[config.mk]
export PLATFORM = sky130hd
export DESIGN_NAME = commit_squash_ctrl
export DESIGN_NICKNAME = d
export VERILOG_FILES = /design/src/rtl/cmsq_pkg.sv /design/src/rtl/cmsq_trap_timer.sv /design/src/rtl/cmsq_age_filter.sv /design/src/rtl/cmsq_thread_ctrl.sv /design/src/rtl/commit_squash_ctrl.sv
export SDC_FILE = /design/constraint.sdc
export NUM_CORES = 1
export LEC_CHECK = 0
export BUFFER_PORTS_ARGS = -buffer_cell sky130_fd_sc_hd__buf_4
export CORE_AREA = 2 2 205 207
export DETAILED_ROUTE_END_ITERATION = 6
export DIE_AREA = 0 0 207 209
export GPL_TIMING_DRIVEN = 0
export PLACE_DENSITY_LB_ADDON = 0.15
export RECOVER_POWER = 25
export SLEW_MARGIN = 10
export SYNTH_ARGS = -nofsm -noshare
export SYNTH_HDL_FRONTEND = slang
export SYNTH_SLANG_ARGS = --single-unit
[constraint.sdc]
create_clock -name clk -period 8.4 [get_ports clk]
set_clock_uncertainty 0.15 [all_clocks]
set_input_delay 1.68 -clock clk [delete_from_list [all_inputs] [get_ports clk]]
set_output_delay 1.68 -clock clk [all_outputs]
set_load 0.02 [all_outputs]
[src/rtl/cmsq_pkg.sv]
package cmsq_pkg;

    typedef enum logic [1:0] {
        TS_IDLE     = 2'd0,
        TS_RUN      = 2'd1,
        TS_TRAPWAIT = 2'd2,
        TS_WALK     = 2'd3
    } thr_state_e;

    typedef enum logic [1:0] {
        SRC_NONE = 2'd0,
        SRC_TRAP = 2'd1,
        SRC_CTX  = 2'd2,
        SRC_EXEC = 2'd3
    } sq_src_e;

endpackage

[src/rtl/cmsq_trap_timer.sv]
module cmsq_trap_timer #(
    parameter int LAT_W = 8
) (
    input  logic             clk,
    input  logic             rst_n,
    input  logic             arm,
    input  logic [LAT_W-1:0] delay,
    output logic             fire
);
    logic             busy;
    logic [LAT_W-1:0] remain;

    // A delay of zero behaves like a delay of one cycle.
    always_ff @(posedge clk or negedge rst_n) begin
        if (!rst_n) begin
            busy   <= 1'b0;
            remain <= '0;
        end else if (arm) begin
            busy   <= 1'b1;
            remain <= (delay == '0) ? '0 : delay - LAT_W'(1);
        end else if (busy) begin
            if (remain == '0) begin
                busy <= 1'b0;
            end else begin
                remain <= remain - LAT_W'(1);
            end
        end
    end

    assign fire = busy && (remain == '0);
endmodule

[src/rtl/cmsq_age_filter.sv]
module cmsq_age_filter #(
    parameter int SEQ_W = 16
) (
    input  logic             clk,
    input  logic             rst_n,
    input  logic             ins_vld,
    input  logic [SEQ_W-1:0] ins_seq,
    input  logic             flush_clr,
    input  logic             ex_load,
    input  logic [SEQ_W-1:0] ex_seq,
    input  logic             ex_incl,
    output logic             in_range,
    output logic [SEQ_W-1:0] eff_seq
);
    logic [SEQ_W-1:0] youngest;

    always_comb begin
        in_range = (ex_seq <= youngest);
        eff_seq  = ex_incl ? ex_seq - SEQ_W'(1) : ex_seq;
    end

    // A squash in the same cycle wins over an insert.
    always_ff @(posedge clk or negedge rst_n) begin
        if (!rst_n) begin
            youngest <= '0;
        end else if (flush_clr) begin
            youngest <= '0;
        end else if (ex_load) begin
            youngest <= eff_seq;
        end else if (ins_vld) begin
            youngest <= ins_seq;
        end
    end
endmodule

[src/rtl/cmsq_thread_ctrl.sv]
module cmsq_thread_ctrl
    import cmsq_pkg::*;
#(
    parameter int SEQ_W = 16,
    parameter int PC_W  = 32,
    parameter int LAT_W = 8
) (
    input  logic             clk,
    input  logic             rst_n,
    input  logic [LAT_W-1:0] trap_delay,
    input  logic             trap_req,
    input  logic             ctx_req,
    input  logic             ex_vld,
    input  logic [SEQ_W-1:0] ex_seq,
    input  logic             ex_incl,
    input  logic             ex_misp,
    input  logic             ex_taken,
    input  logic [PC_W-1:0]  ex_npc,
    input  logic [PC_W-1:0]  ex_mpc,
    input  logic [PC_W-1:0]  cur_pc,
    input  logic [SEQ_W-1:0] head_seq,
    input  logic             rob_empty,
    input  logic             walk_done,
    input  logic             ins_vld,
    input  logic [SEQ_W-1:0] ins_seq,
    output logic [1:0]       state_o,
    output logic             sq_valid,
    output logic             rob_walking,
    output logic [SEQ_W-1:0] done_seq,
    output logic             sq_misp,
    output logic             sq_taken,
    output logic [PC_W-1:0]  sq_npc,
    output logic [PC_W-1:0]  sq_mpc,
    output logic             misp_event
);
    thr_state_e       state_q, state_d;
    sq_src_e          src;
    logic             trap_fire;
    logic             in_range;
    logic [SEQ_W-1:0] eff_seq;
    logic             ex_ok, ctx_ok, trap_ok, full_flush;
    logic [SEQ_W-1:0] flush_seq;

    cmsq_trap_timer #(.LAT_W(LAT_W)) u_timer (
        .clk   (clk),
        .rst_n (rst_n),
        .arm   (trap_ok),
        .delay (trap_delay),
        .fire  (trap_fire)
    );

    cmsq_age_filter #(.SEQ_W(SEQ_W)) u_age (
        .clk       (clk),
        .rst_n     (rst_n),
        .ins_vld   (ins_vld),
        .ins_seq   (ins_seq),
        .flush_clr (full_flush),
        .ex_load   (src == SRC_EXEC),
        .ex_seq    (ex_seq),
        .ex_incl   (ex_incl),
        .in_range  (in_range),
        .eff_seq   (eff_seq)
    );

    // Source selection: timer expiry, context, execute, then trap request.
    always_comb begin
        ctx_ok  = ctx_req && (state_q != TS_TRAPWAIT);
        ex_ok   = ex_vld && in_range && (state_q != TS_TRAPWAIT);
        if (trap_fire && (state_q == TS_TRAPWAIT)) begin
            src = SRC_TRAP;
        end else if (ctx_ok) begin
            src = SRC_CTX;
        end else if (ex_ok) begin
            src = SRC_EXEC;
        end else begin
            src = SRC_NONE;
        end
        trap_ok    = trap_req && (state_q == TS_RUN) && (src == SRC_NONE);
        full_flush = (src == SRC_TRAP) || (src == SRC_CTX);
        flush_seq  = rob_empty ? '0 : head_seq - SEQ_W'(1);
        misp_event = (src == SRC_EXEC) && ex_misp;
    end

    // Next-state logic.
    always_comb begin
        state_d = state_q;
        if (src != SRC_NONE) begin
            state_d = TS_WALK;
        end else begin
            unique case (state_q)
                TS_IDLE:     if (ins_vld)   state_d = TS_RUN;
                TS_RUN:      if (trap_ok)   state_d = TS_TRAPWAIT;
                TS_TRAPWAIT: state_d = TS_TRAPWAIT;
                TS_WALK:     if (walk_done) state_d = TS_RUN;
            endcase
        end
    end

    // State register.
    always_ff @(posedge clk or negedge rst_n) begin
        if (!rst_n) begin
            state_q <= TS_IDLE;
        end else begin
            state_q <= state_d;
        end
    end

    // Broadcast registers.
    always_ff @(posedge clk or negedge rst_n) begin
        if (!rst_n) begin
            sq_valid <= 1'b0;
            done_seq <= '0;
            sq_misp  <= 1'b0;
            sq_taken <= 1'b0;
            sq_npc   <= '0;
            sq_mpc   <= '0;
        end else begin
            sq_valid <= (src != SRC_NONE);
            if (full_flush) begin
                done_seq <= flush_seq;
                sq_misp  <= 1'b0;
                sq_taken <= 1'b0;
                sq_npc   <= cur_pc;
                sq_mpc   <= '0;
            end else if (src == SRC_EXEC) begin
                done_seq <= eff_seq;
                sq_misp  <= ex_misp;
                sq_taken <= ex_taken;
                sq_npc   <= ex_npc;
                sq_mpc   <= ex_mpc;
            end
        end
    end

    assign rob_walking = (state_q == TS_WALK);
    assign state_o     = state_q;
endmodule

[src/rtl/commit_squash_ctrl.sv]
module commit_squash_ctrl #(
    parameter int NTHR  = 2,
    parameter int SEQ_W = 16,
    parameter int PC_W  = 32,
    parameter int LAT_W = 8,
    parameter int MC_W  = 32,
    localparam int SC_W = $clog2(NTHR + 1)
) (
    input  logic                  clk,
    input  logic                  rst_n,
    input  logic [LAT_W-1:0]      trap_delay,
    input  logic [NTHR-1:0]       trap_req,
    input  logic [NTHR-1:0]       ctx_squash_req,
    input  logic [NTHR-1:0]       ex_squash_vld,
    input  logic [NTHR*SEQ_W-1:0] ex_squash_seq,
    input  logic [NTHR-1:0]       ex_include_inst,
    input  logic [NTHR-1:0]       ex_mispredict,
    input  logic [NTHR-1:0]       ex_taken,
    input  logic [NTHR*PC_W-1:0]  ex_next_pc,
    input  logic [NTHR*PC_W-1:0]  ex_mispred_pc,
    input  logic [NTHR*PC_W-1:0]  thread_pc,
    input  logic [NTHR*SEQ_W-1:0] rob_head_seq,
    input  logic [NTHR-1:0]       rob_empty,
    input  logic [NTHR-1:0]       rob_walk_done,
    input  logic [NTHR-1:0]       ins_vld,
    input  logic [NTHR*SEQ_W-1:0] ins_seq,
    output logic [NTHR*2-1:0]     thread_state,
    output logic [NTHR-1:0]       sq_valid,
    output logic [NTHR-1:0]       sq_rob_walking,
    output logic [NTHR*SEQ_W-1:0] sq_done_seq,
    output logic [NTHR-1:0]       sq_mispredict,
    output logic [NTHR-1:0]       sq_taken,
    output logic [NTHR*PC_W-1:0]  sq_next_pc,
    output logic [NTHR*PC_W-1:0]  sq_mispred_pc,
    output logic [SC_W-1:0]       squash_count,
    output logic                  commit_allowed,
    output logic [MC_W-1:0]       mispredict_count
);
    logic [NTHR-1:0] misp_ev;
    logic [MC_W-1:0] misp_inc;
    logic [MC_W-1:0] misp_cnt_q;

    for (genvar t = 0; t < NTHR; t++) begin : g_thr
        cmsq_thread_ctrl #(.SEQ_W(SEQ_W), .PC_W(PC_W), .LAT_W(LAT_W)) u_thr (
            .clk         (clk),
            .rst_n       (rst_n),
            .trap_delay  (trap_delay),
            .trap_req    (trap_req[t]),
            .ctx_req     (ctx_squash_req[t]),
            .ex_vld      (ex_squash_vld[t]),
            .ex_seq      (ex_squash_seq[t*SEQ_W +: SEQ_W]),
            .ex_incl     (ex_include_inst[t]),
            .ex_misp     (ex_mispredict[t]),
            .ex_taken    (ex_taken[t]),
            .ex_npc      (ex_next_pc[t*PC_W +: PC_W]),
            .ex_mpc      (ex_mispred_pc[t*PC_W +: PC_W]),
            .cur_pc      (thread_pc[t*PC_W +: PC_W]),
            .head_seq    (rob_head_seq[t*SEQ_W +: SEQ_W]),
            .rob_empty   (rob_empty[t]),
            .walk_done   (rob_walk_done[t]),
            .ins_vld     (ins_vld[t]),
            .ins_seq     (ins_seq[t*SEQ_W +: SEQ_W]),
            .state_o     (thread_state[t*2 +: 2]),
            .sq_valid    (sq_valid[t]),
            .rob_walking (sq_rob_walking[t]),
            .done_seq    (sq_done_seq[t*SEQ_W +: SEQ_W]),
            .sq_misp     (sq_mispredict[t]),
            .sq_taken    (sq_taken[t]),
            .sq_npc      (sq_next_pc[t*PC_W +: PC_W]),
            .sq_mpc      (sq_mispred_pc[t*PC_W +: PC_W]),
            .misp_event  (misp_ev[t])
        );
    end

    always_comb begin
        squash_count = '0;
        misp_inc     = '0;
        for (int t = 0; t < NTHR; t++) begin
            squash_count = squash_count + SC_W'(sq_rob_walking[t]);
            misp_inc     = misp_inc + MC_W'(misp_ev[t]);
        end
        commit_allowed = (squash_count != SC_W'(NTHR));
    end

    always_ff @(posedge clk or negedge rst_n) begin
        if (!rst_n) begin
            misp_cnt_q <= '0;
        end else begin
            misp_cnt_q <= misp_cnt_q + misp_inc;
        end
    end

    assign mispredict_count = misp_cnt_q;
endmodule

==> flow_metrics.py <==
metrics = {
    "run_status": {
        "failed_checks": "max-capacitance violations, max-slew violations",
        "outcome": "complete, but fails checks",
    },
    "timing": {
        "fmax_mhz": 157,
        "rsz0062_at_grt": "no",
        "maxSlewHeadroom_pct": -162,
        "setup-tns-final_ns": 0,
        "setup_violations": 0,
        "period_minus_slack_ns": 6.36,
        "slew_viol_final": 149,
        "worstMarginPinSlew_ns": 3.93,
        "post-route-period-util_pct": 75.7,
        "hold_viol": 0,
    },
    "placed_design": {
        "placed_cell_area_um2": 18000,
        "port_buffers": 521,
        "post-dp-hpwl_um": 39400,
        "gp_congestion": 0.894,
        "dp_cells": 2375,
    },
    "detailed_routing": {
        "detail_route.first_pass.iterations": 5,
        "ant_nets": 0,
        "finalWirelength_um": 49400,
        "post-route-drc-count": 0,
        "detail_route.wl_per_cell_um": 20.3,
        "num_vias": 12300,
        "drt_iter0_drc": 568,
        "vias_per_cell": 5.05,
    },
    "setup_path": {
        "cp_common_cell": "ha_1",
        "r2r_slack_ns": 2.94,
        "slowest_delay_ns": 0.58,
        "startpoint": "ex_squash_seq[15]",
        "rr_startpoint": "g_thr[0].u_thr.u_age.youngest[15]",
        "crit_required_ns": 8.70,
        "critPathLaunchType": "primary input",
        "crit_end": "mispredict_count[30]",
        "critical_path_arrival_ns": 6.66,
        "critPathCaptureType": "flip-flop",
        "worst_r2r_endpoint": "mispredict_count[30]",
        "critPathKind": "in -> reg",
        "path_cells": "buf_4 > ha_1 > nand4_1 > nor3_1 > a21boi_0 > or4_1 > a211oi_1 > ha_1 > clkbuf_1 > clkbuf_1 > nand2_1 > fa_1 > inv_1 > ha_1 > nand4_1 > or3_1 > nor3_2 > nand3_1 > xnor2_1",
        "slowest_stage": "clkbuf_1",
        "crit_fanout": 10,
        "reg2reg_depth": 19,
    },
    "die": {
        "num_rows": 75,
        "die_x_um": 207,
        "core_um2": 41300,
        "fp.dieH_um": 209,
        "dieArea_um2": 43300,
        "initial_core_util_pct": 32.4,
        "ioPinCount": 523,
    },
    "finish": {
        "final_util_pct": 46.0,
        "finalNonFillerCells": 2427,
        "finalInstanceArea_um2": 19000,
        "antenna_cells": 0,
        "fillCellCount": 4095,
        "fin_nets": 2238,
        "final-seq-area_um2": 6310,
        "syn_to_final_growth_pct": 42.0,
        "multi_input_area_um2": 6510,
        "final_layout_size_suffix_gt1_share_pct": 32.2,
    },
    "clock_network": {
        "cts_buffers": 29,
        "cts_tree": "done",
        "path_clk_slew_ns": 0.06,
        "h-tree-depth": 1,
        "ctsLongestPathBuffers": 3,
        "cts_resized": 0,
        "clock_latency_ns": 0.57,
        "cts_setup_buffers": 0,
        "cts.sinks": 252,
        "cts_root_buf": "clkbuf_16",
        "cts_hold_buf": 0,
    },
    "synth": {
        "synth_top_family_by_area": "compound AO/OA/AOI/OAI gates",
        "synthTopCellsByArea": "dfrtp_1 (47%), mux2i_1 (5.9%), ha_1 (5.0%), a22o_1 (4.5%), xnor2_1 (3.8%)",
        "synthDistinctLibCells": 70,
        "synthXorXnorAreaFrac_pct": 6.22,
        "synth_nets": 1684,
        "synth_seq_cells": 252,
        "ys.flop_type": "dfrtp_1",
        "synth.largest_area_cell": "dfrtp_1",
        "synth_edf_count": 0,
        "yosys_warnings": 0,
        "ys_seq_area_share_pct": 47.1,
        "synth_area_um2": 13400,
        "synth_fa_ha_area_share_pct": 5.20,
        "synthMuxAreaShare_pct": 6.33,
        "async_reset_ff_share_pct": 100,
        "avgSynthCellArea_um2": 10.2,
        "synth_simple_gate_area_share_pct": 14.4,
        "synth_top_area_share_pct": 47.1,
        "synth-compound-area-share_pct": 16.5,
        "netlist_instances": 1313,
    },
    "pwr": {
        "power_frac_comb_pct": 47.6,
        "p_per_area_nw_per_um2": 336,
        "max-vdd-ir-drop_uv": 158,
        "seqPwrFrac_pct": 31.5,
        "clkPwrFrac_pct": 20.9,
        "p_int_uw": 3770,
        "leakage_uw": 0.00902,
        "p_sw_uw": 2610,
        "switching_share_pct": 40.9,
    },
    "global_route": {
        "grt_max_degree": 107,
        "antenna_found_initial": 0,
        "grt_pass1_wl_um": 75300,
        "globalRouteTotalUtil_pct": 22.2,
        "grt_pass1_vias": 12600,
        "grt_overflow": 0,
    },
    "job": {
        "maxCapViolCount": 2,
    },
    "hold_path": {
        "hp-class": "reg -> reg",
    },
}
flip-flops by register name (all words and copies together) (netlist names):
name,count
g_thr.u_thr.u_age.youngest,32
mispredict_count,32
g_thr.u_thr.sq_misp,2
g_thr.u_thr.u_timer.busy,2
g_thr.u_thr.sq_mpc,64
g_thr.u_thr.u_timer.remain,16
g_thr.u_thr.sq_valid,2
g_thr.u_thr.sq_taken,2
g_thr.u_thr.sq_npc,64
g_thr.u_thr.done_seq,32
g_thr.u_thr.state_o,4
per-stage QoR:
step,setup slack (ns),hold WS [ns],total power (µW)
after floorplan,2.54,0.330,3690
after global placement,1.41,0.315,5050
after detailed placement,1.39,0.319,5090
after CTS,1.97,0.331,6450
after global routing,0.984,0.340,6770
final,2.04,0.327,6380
synth_stat cells (5+ instances only):
cell type / n
a211oi_1: 56
a21oi_1: 23
a22o_1: 68
a22oi_1: 7
buf_1: 8
buf_4: 9
clkbuf_1: 61
dfrtp_1: 252
ha_1: 54
inv_1: 63
mux2_2: 5
mux2i_1: 79
nand2_1: 128
nand2b_1: 13
nand3_1: 23
nand4_1: 16
nor2_1: 83
nor2b_1: 9
nor3_1: 25
nor3b_1: 8
nor4_1: 12
o211a_1: 6
o211ai_1: 8
o21a_1: 8
o21ai_0: 87
o221ai_1: 9
or3_1: 15
or4_1: 8
xnor2_1: 58
xor2_1: 37
worst max-delay path, delay by kind of cell:
| family | cells | cell delay [ns] |
|---|---|---|
| AO/OA/AOI/OAI | 2 | 0.38 |
| buffers and inverters | 4 | 1.04 |
| adder cells (fa/ha/maj) | 4 | 1.15 |
| AND/OR/NAND/NOR | 8 | 2.22 |
| XOR/XNOR | 1 | 0.14 |
cell type report:
class / instances / share of cell area [%]
tap: 539 / 3.55
timing repair buffer: 523 / 20.7
clock buffer: 38 / 4.31
multi-input combinational: 919 / 34.3
buffer: 78 / 1.73
inverter: 64 / 1.26
clock inverter: 14 / 0.942
sequential: 252 / 33.2
how the worst min path moves through the flow:
stage	startpoint	end	slack, ns	cells after the start
after floorplan	g_thr[0].u_thr.sq_misp	g_thr[0].u_thr.sq_misp	0.33	1
after global placement	mispredict_count[31]	mispredict_count[31]	0.32	1
after detailed placement	g_thr[0].u_thr.done_seq[3]	g_thr[0].u_thr.done_seq[3]	0.32	1
after CTS	g_thr[0].u_thr.done_seq[3]	g_thr[0].u_thr.done_seq[3]	0.33	1
after global routing	g_thr[0].u_thr.done_seq[3]	g_thr[0].u_thr.done_seq[3]	0.34	1
final	g_thr[0].u_thr.done_seq[3]	g_thr[0].u_thr.done_seq[3]	0.33	1
cells by family after synthesis:
logic type | count (synthesis)
and+or+nand+nor | 377
AOI/OAI and AO/OA | 308
DFF | 252
buffers and inverters | 142
xor gates and xnor gates | 95
muxes | 84
adders and majority gates | 55
metal layers:
layer  wire length [µm]  vias up  track usage (%)  part of all wire [%]
li1                   -     5814                -                     -
met1              21000     5989             28.3                    42
met2              24500      400             38.8                    50
met3               3000       58             4.61                   6.1
met4                910        0             4.78                   1.8
met5                  0        -                0                     0
power groups by stage:
| stage | Sequential, µW | Clock, µW | Combinational, µW |
|---|---|---|---|
| 6_report | 2010 | 1330 | 3030 |
| 5_1_grt | 2070 | 1420 | 3280 |
| 4_1_cts | 2010 | 1370 | 3070 |
| 3_5_place_dp | 2010 | 0 | 3080 |
| 3_3_place_gp | 2010 | 0 | 3030 |
| 2_1_floorplan | 2430 | 0 | 1260 |
cells in the final DEF (no fill, tap or decap), types with 6 or more instances in the layout:
cell type  count
nand3_1       23
clkinv_2       7
o21ai_0       87
a211oi_1      56
nand4_1       16
clkbuf_8       6
a22oi_1        7
nor3_1        25
clkbuf_16     29
nand2_1      128
o211a_1        6
ha_1          54
o21a_1         8
inv_1         63
clkbuf_1      65
or3_1         15
or4_1          8
buf_4        529
o221ai_1       9
dfrtp_1      252
nor2_1        83
buf_1          7
nor2b_1        9
mux2i_1       79
nor3b_1        8
a22o_1        68
nor4_1        12
a21oi_1       23
o211ai_1       8
xor2_1        37
nand2b_1      13
xnor2_1       58
Power figures use the tool's default switching activity.
